--- src/rtl/alu_pkg.sv ---
package alu_pkg;

  typedef enum logic [3:0] {
    OP_AND = 4'b0000,
    OP_OR  = 4'b0001,
    OP_ADD = 4'b0010,
    OP_SUB = 4'b0110,
    OP_SLT = 4'b0111,
    OP_NOR = 4'b1100
  } alu_op_e;

  typedef enum logic [1:0] {
    SEL_AND  = 2'b00,
    SEL_OR   = 2'b01,
    SEL_SUM  = 2'b10,
    SEL_LESS = 2'b11
  } alu_sel_e;

  typedef struct packed {
    logic     legal;
    logic     inv_a;
    logic     inv_b;
    logic     carry_in;
    alu_sel_e sel;
  } alu_ctrl_t;

endpackage

--- src/rtl/alu_decode.sv ---
module alu_decode
  import alu_pkg::*;
(
  input  logic [3:0] op_i,
  output alu_ctrl_t  ctrl_o
);
  // Code bit 3 inverts a, bit 2 inverts b and feeds the carry-in,
  // bits 1:0 pick the output source. Only six codes are legal.
  always_comb begin
    ctrl_o = '{legal: 1'b0, inv_a: 1'b0, inv_b: 1'b0, carry_in: 1'b0, sel: SEL_AND};
    case (op_i)
      OP_AND, OP_OR, OP_ADD, OP_SUB, OP_SLT, OP_NOR: begin
        ctrl_o.legal    = 1'b1;
        ctrl_o.inv_a    = op_i[3];
        ctrl_o.inv_b    = op_i[2];
        ctrl_o.carry_in = op_i[2];
        ctrl_o.sel      = alu_sel_e'(op_i[1:0]);
      end
      default: ;
    endcase
  end
endmodule

--- src/rtl/alu_bit_slice.sv ---
module alu_bit_slice (
  input  logic a_i,
  input  logic b_i,
  input  logic inv_a_i,
  input  logic inv_b_i,
  input  logic carry_i,
  output logic and_o,
  output logic or_o,
  output logic sum_o,
  output logic carry_o
);
  logic ax, bx;

  always_comb begin
    ax      = a_i ^ inv_a_i;
    bx      = b_i ^ inv_b_i;
    and_o   = ax & bx;
    or_o    = ax | bx;
    sum_o   = ax ^ bx ^ carry_i;
    carry_o = (ax & bx) | (ax & carry_i) | (bx & carry_i);
  end
endmodule

--- src/rtl/alu_result_mux.sv ---
module alu_result_mux
  import alu_pkg::*;
#(
  parameter int WIDTH = 32
) (
  input  alu_ctrl_t        ctrl_i,
  input  logic [WIDTH-1:0] and_i,
  input  logic [WIDTH-1:0] or_i,
  input  logic [WIDTH-1:0] sum_i,
  input  logic             carry_msb_in_i,
  input  logic             carry_out_i,
  output logic [WIDTH-1:0] result_o,
  output logic             zero_o,
  output logic             ovf_o
);
  logic ovf_raw;
  logic less;

  always_comb begin
    // Signed overflow: carry into the sign bit differs from carry out.
    ovf_raw = carry_msb_in_i ^ carry_out_i;
    // Sign of a-b, corrected when the subtraction overflowed.
    less    = sum_i[WIDTH-1] ^ ovf_raw;
    unique case (ctrl_i.sel)
      SEL_AND:  result_o = and_i;
      SEL_OR:   result_o = or_i;
      SEL_SUM:  result_o = sum_i;
      SEL_LESS: result_o = {{(WIDTH-1){1'b0}}, less};
      default:  result_o = '0;
    endcase
    if (!ctrl_i.legal) result_o = '0;
    ovf_o  = ctrl_i.legal && (ctrl_i.sel == SEL_SUM) && ovf_raw;
    zero_o = ~|result_o;
  end
endmodule

--- src/rtl/alu32.sv ---
module alu32
  import alu_pkg::*;
#(
  parameter int WIDTH = 32
) (
  input  logic [3:0]       op_i,
  input  logic [WIDTH-1:0] a_i,
  input  logic [WIDTH-1:0] b_i,
  output logic [WIDTH-1:0] result_o,
  output logic             zero_o,
  output logic             ovf_o
);
  localparam int MSB = WIDTH - 1;

  alu_ctrl_t        ctrl;
  logic [WIDTH:0]   carry;
  logic [WIDTH-1:0] and_v;
  logic [WIDTH-1:0] or_v;
  logic [WIDTH-1:0] sum_v;

  alu_decode u_decode (
    .op_i   (op_i),
    .ctrl_o (ctrl)
  );

  assign carry[0] = ctrl.carry_in;

  for (genvar g = 0; g < WIDTH; g++) begin : g_slice
    alu_bit_slice u_slice (
      .a_i     (a_i[g]),
      .b_i     (b_i[g]),
      .inv_a_i (ctrl.inv_a),
      .inv_b_i (ctrl.inv_b),
      .carry_i (carry[g]),
      .and_o   (and_v[g]),
      .or_o    (or_v[g]),
      .sum_o   (sum_v[g]),
      .carry_o (carry[g+1])
    );
  end

  alu_result_mux #(.WIDTH(WIDTH)) u_mux (
    .ctrl_i         (ctrl),
    .and_i          (and_v),
    .or_i           (or_v),
    .sum_i          (sum_v),
    .carry_msb_in_i (carry[MSB]),
    .carry_out_i    (carry[WIDTH]),
    .result_o       (result_o),
    .zero_o         (zero_o),
    .ovf_o          (ovf_o)
  );
endmodule

--- config.mk ---
export PLATFORM = sky130hd
export DESIGN_NAME = alu32
export DESIGN_NICKNAME = d
export VERILOG_FILES = /design/src/rtl/alu_pkg.sv /design/src/rtl/alu_decode.sv /design/src/rtl/alu_bit_slice.sv /design/src/rtl/alu_result_mux.sv /design/src/rtl/alu32.sv
export SDC_FILE = /design/constraint.sdc
export NUM_CORES = 1
export LEC_CHECK = 0
export ABC_AREA = 1
export BUFFER_PORTS_ARGS = -buffer_cell sky130_fd_sc_hd__buf_2
export CAP_MARGIN = 20
export CORE_MARGIN = 10
export CORE_UTILIZATION = 30
export DETAILED_ROUTE_END_ITERATION = 16
export SLEW_MARGIN = 30
export SYNTH_ARGS = -nofsm -noshare
export SYNTH_HDL_FRONTEND = slang
export SYNTH_SLANG_ARGS = --single-unit
--- constraint.sdc ---
create_clock -name vclk -period 20.8
set_input_delay 2.08 -clock vclk [all_inputs]
set_output_delay 2.08 -clock vclk [all_outputs]
set_load 0.02 [all_outputs]
==> summary.txt, run 1 <==
Non-Filler Instances: 722
synth top area cells: ha_1 (23%), fa_1 (18%), xnor2_1 (13%)
minimum clock period: 20.04 ns
Max Freq: 49.9 MHz
maxcap violations: 0
logic gate share of total power: 100.0%
Internal: 45.2 uW
critical path's most frequent cell: fa_1
DIE HEIGHT: 128 um
Slowest Stage Delay on Critical Path: 0.53 ns
Syn Area/Cell: 7.17 um2
mapped cell area: 3510 um2
1st-iter DRT viols: 125
Layout Nets: 745
Setup CP Type: in2out
Layout area overhead: 19.0%
# DRC: 0
syn nets: 654
die area: 16,400 um2
total number of vias: 3,207
area of the core: 11,400 um2
Tcrit/Tclk final: 96.3%
CP max FO: 4
HPWL after detailed placement: 8340 um
initial antenna violation count: 0
Buf/Inv on CP: 3
Routed Wire Length: 10,300 um
PD cells: 27.8 nW/um2
drt pass-1 iters: 4
top cell type's share of synthesized area: 22.8%
# IOs: 102
Setup Viol. Count Final: 0
Critical Path RT: 18.72 ns
Psw: 70.8 uW
Least-Margin Pin Slew: 0.694 ns
Clk pwr share: 0%
Avg WL per Cell: 14.2 um
Crit path max-delay family: adder cells
sequential cells: 0
RSZ-0062 raised after global routing: false
number of global-route vias before repair: 3,640
placed cell count: 720
CP Capture Type: output pin
Worst EP arrival: 17.96 ns
setup TNS: 0 ns
I/O Buffers: 102
antenna diode count: 0
yosys warns: 0
GRT Residual Overflow: 0
status: finished clean
crit start category: input port
GRT Total Usage: 12.3%
final hold violations: 0
clock buffer count: 0
Switching Share: 61.0%
part of the power in registers: 0%
routability cong.: 0.853
flip-flop and latch area: 0 um2
leading area contributor after synthesis: ha_1
Peak VDD IR: 0.0000124 V
Die Wd: 128 um
effective utilization at floorplan: 30.8%
vias per std cell: 4.44
Worst slew margin: 53.5%
Hold/Removal Path Class: in2out
ANT nets after route: 0
CP max stage cell: fa_1
global-route wire length before repair: 17,300 um
Pleak: 0.00230 uW
largest net degree at the start of global routing: 32
hold bufs inserted after CTS: 0
distinct cell type count after synthesis: 27
layout cell share with drive strength beyond 1: 23.5%
Rows: 39
Final Slew Violations: 0
Syn Inst Count: 490
sequential-to-total area share from yosys stat: 0%
==> placed cells by master (no fill, tap or decap), drive strengths merged <==
master	instances
or2	21
o221ai	1
xor2	12
o211ai	1
nand3	6
xnor2	52
inv	84
nand2	41
ha	64
fa	32
o21ai	45
nand4	3
nor2	94
buf	110
clkbuf	1
o31ai	8
o22ai	4
==> tightest hold or removal path: stages <==
cell	delay (ns)
buf_2	0.09
xnor2_1	0.08
ha_1	0.18
o21ai_1	0.12
nor2_1	0.06
buf_2	0.16
==> power groups by stage <==
stage | combinational, uW | clock [uW] | sequential [uW]
5_1_grt | 136 | 0 | 0
4_1_cts | 116 | 0 | 0
3_3_place_gp | 111 | 0 | 0
6_report | 116 | 0 | 0
3_5_place_dp | 115 | 0 | 0
2_1_floorplan | 83.1 | 0 | 0
==> Yosys cell counts (all sizes together) <==
| cell type | instances |
|---|---|
| nor2 | 94 |
| inv | 84 |
| ha | 64 |
| xnor2 | 52 |
| o21ai | 45 |
| nand2 | 41 |
| fa | 32 |
| or2 | 21 |
| buf | 20 |
| xor2 | 12 |
| o31ai | 8 |
| nand3 | 6 |
| o22ai | 4 |
| nand4 | 3 |
| clkbuf | 2 |
| o211ai | 1 |
| o221ai | 1 |
==> stage by stage <==
step	setup WS (ns)	hold slack, ns	instance area [um2]	util (%)	total power [uW]
after floorplan	0.576	4.48	3510	-	83.1
after global placement	0.360	4.84	4110	36.0	111
after detailed placement	0.208	4.85	4110	36.0	115
after CTS	0.133	4.85	4110	36.0	116
after global routing	0.0558	4.89	4180	36.6	136
final	0.760	4.84	4180	36.6	116
==> timing repair <==
action | CTS | global route
endpoints found under the setup margin | 0 | 3
gates resized for setup | 0 | 15
setup buffers | 0 | 2
==> metal layers <==
metal  global-route usage (%)  wire, um
met5                        0         0
met4                    0.662        24
met3                     1.90       499
met2                     22.6      5000
met1                     15.1      4720
==> path summary, 6_finish.rpt <==
kind                  cells past startpoint  slack (ns)     from           to
worst min-delay path                      6        4.84   a_i[5]  result_o[5]
worst max-delay path                     45        0.76  op_i[1]       zero_o
==> kinds of logic (layout without fill, tap and decap cells) <==
group,count (synthesis),after routing,synth area share (%)
buffers and inverters,106,195,13.1
AND/OR/NAND/NOR,165,165,20.1
XOR/XNOR,64,64,16.0
AO/OA/AOI/OAI,59,59,9.76
adder cells (fa/ha/maj),96,96,41.0
==> area by class of cell <==
| cell class | count | area [um2] |
|---|---|---|
| fill | 1226 | 7240 |
| timing repair buffer | 111 | 584 |
| inverter | 84 | 315 |
| multi-input combinational | 384 | 3100 |
| tap | 143 | 179 |
No activity file was read; power rests on OpenSTA's default activity.
==> inputs of run 2 (changes only) <==
- CORE_UTILIZATION: 30 -> 40
- PLACE_DENSITY: default -> 0.67
==> run 2 against run 1 <==
Effect of this change: cell count shrank 5.4%; global-route usage increased by 1.9 points; worst hold slack did not move; power shrank 1.7%; sequential share of layout area unchanged; flip-flop and latch count did not move; utilization grew 11 points; fmax is 0.30% lower; non-clock buffer count down 4; wire length shrank 7.5%; worst setup slack worse by 0.061 ns; combinational power about the same.
==> summary.txt, run 2 (synthesized netlist as in run 1, its figures left out) <==
vias per std cell: 4.66 (+4.8%)
global-route wire length before repair: 15,800 um (-8.8%)
Max Freq: 49.7 MHz (-0.30%)
Peak VDD IR: 0.0000124 V (+0.44%)
Tcrit/Tclk final: 96.6% (+0.29 points)
met1 wire length: 4070 um (-14%)
Internal: 44.4 uW (-1.8%)
antenna diode count: 0 (unchanged)
layout cell share with drive strength beyond 1: 22.6% (-0.88 points)
Routed Wire Length: 9490 um (-7.5%)
Critical Path RT: 18.72 ns (about the same)
Layout Nets: 741 (-0.54%)
status: finished clean
Psw: 69.6 uW (-1.6%)
Switching Share: 61.1% (+0.065 points)
# IOs: 102 (unchanged)
Rows: 34 (-13%)
DIE HEIGHT: 114 um (-11%)
routed wl met2: 4960 um (-0.82%)
Crit path max-delay family: adder cells
Buf/Inv on CP: 4 (+1)
Least-Margin Pin Slew: 0.675 ns (-0.0194 ns)
effective utilization at floorplan: 40.7% (+9.9 points)
Setup Viol. Count Final: 0 (unchanged)
Worst slew margin: 54.8% (+1.3 points)
area of the core: 8640 um2 (-24%)
Hold/Removal Path Class: in2out
drt pass-1 iters: 4 (unchanged)
HPWL after detailed placement: 7830 um (-6.2%)
Pleak: 0.00227 uW (-1.1%)
Hold Path Sink: result_o[14]
minimum clock period: 20.10 ns (+0.0608 ns)
Final Slew Violations: 0 (unchanged)
PD cells: 27.9 nW/um2 (+0.67%)
logic gate share of total power: 100.0% (about the same)
final hold violations: 0 (unchanged)
fin worst setup slack: 0.699 ns (-0.0608 ns)
sequential cells: 0 (unchanged)
Power, Total: 114 uW (-1.7%)
initial antenna violation count: 0 (unchanged)
Place WS: 0.181 ns (-0.0273 ns)
routability cong.: 0.863 (+1.1%)
CP Capture Type: output pin
GRT Total Usage: 14.1% (+1.9 points)
Avg WL per Cell: 13.9 um (-2.2%)
commonest non-fill, non-tap cell in the layout: buf_2
Die Wd: 114 um (-11%)
number of global-route vias before repair: 3,520 (-3.3%)
min-delay src: a_i[14]
critical path's most frequent cell: fa_1
most frequent cells in the layout: buf_2 (102), nor2_1 (93), inv_1 (80), ha_1 (64), xnor2_1 (51)
Layout area overhead: 16.2%
Slowest Stage Delay on Critical Path: 0.55 ns (+0.02 ns)
largest net degree at the start of global routing: 32 (unchanged)
CP max FO: 11 (+7)
flip-flop and latch area: 0 um2 (unchanged)
# DRC: 0 (unchanged)
die area: 12,900 um2 (-21%)
1st-iter DRT viols: 105 (-16%)
clock buffer count: 0 (unchanged)
RSZ-0062 raised after global routing: false
Worst EP arrival: 18.02 ns (+0.06 ns)
I/O Buffers: 102 (unchanged)
Clk pwr share: 0% (unchanged)
crit start category: input port
GRT Residual Overflow: 0 (unchanged)
DR WL met3: 347 um (-30%)
part of the power in registers: 0% (unchanged)
setup TNS: 0 ns (unchanged)
Setup CP Type: in2out
WHS Path Cells: 6 (unchanged)
CP max stage cell: fa_1
maxcap violations: 0 (unchanged)
total number of vias: 3,180 (-0.84%)
ANT nets after route: 0 (unchanged)
top layer in use: met4
[run 2: cell types whose count changed in the layout (fill, tap and decap cells not counted), sizes merged]
cell,before,now
buf,110,107
clkbuf,1,0
[run 2: worst min-delay path, cell delays in order]
cell,delay (ns)
buf_2,0.09
xnor2_1,0.08
ha_1,0.17
o21ai_1,0.12
nor2_1,0.06
buf_2,0.16
[run 2: timing repair]
action,CTS,global route
resized for setup,0,9
hold buffers,0,0
setup endpoints to repair,0,3
buffers inserted,0,0
[run 2: worst max path at each step]
stage / to / startpoint / cells after the start
final: zero_o / op_i[1] / 48
after CTS: zero_o / op_i[1] / 48
after floorplan: zero_o / op_i[2] / 48
after detailed placement: zero_o / op_i[1] / 48
after global routing: zero_o / op_i[1] / 49
after global placement: zero_o / op_i[1] / 48
[run 2: routing by layer]
layer / vias to the layer above / GRT usage (%)
met5: - / 0
met4: 0 / 1.52
met3: 8 / 1.63
met2: 63 / 27.5
met1: 1481 / 16.3
li1: 1628 / -
[run 2: layout make-up]
class | count | area [um2]
fillers | 925 | 4550
multi-input cells | 384 | 3080
repair buffers | 107 | 548
inverters | 84 | 315
well taps | 108 | 135
[run 2: per-stage QoR]
| step | cells | util [%] | instance area (um2) | hold WS, ns |
|---|---|---|---|---|
| 5_1_grt | 683 | 47.3 | 4080 | 4.90 |
| 3_3_place_gp | 683 | 46.9 | 4050 | 4.84 |
| 4_1_cts | 683 | 47.0 | 4060 | 4.85 |
| 3_5_place_dp | 683 | 47.0 | 4060 | 4.85 |
| 6_report | 683 | 47.3 | 4080 | 4.84 |
| 2_1_floorplan | 490 | - | 3510 | 4.48 |
[run 2: power by group through the flow]
stage                     Sequential [uW]  Clock (uW)  Combinational [uW]
final                                   0           0                 114
after global routing                    0           0                 132
after CTS                               0           0                 115
after detailed placement                0           0                 115
after global placement                  0           0                 111
after floorplan                         0           0                83.1
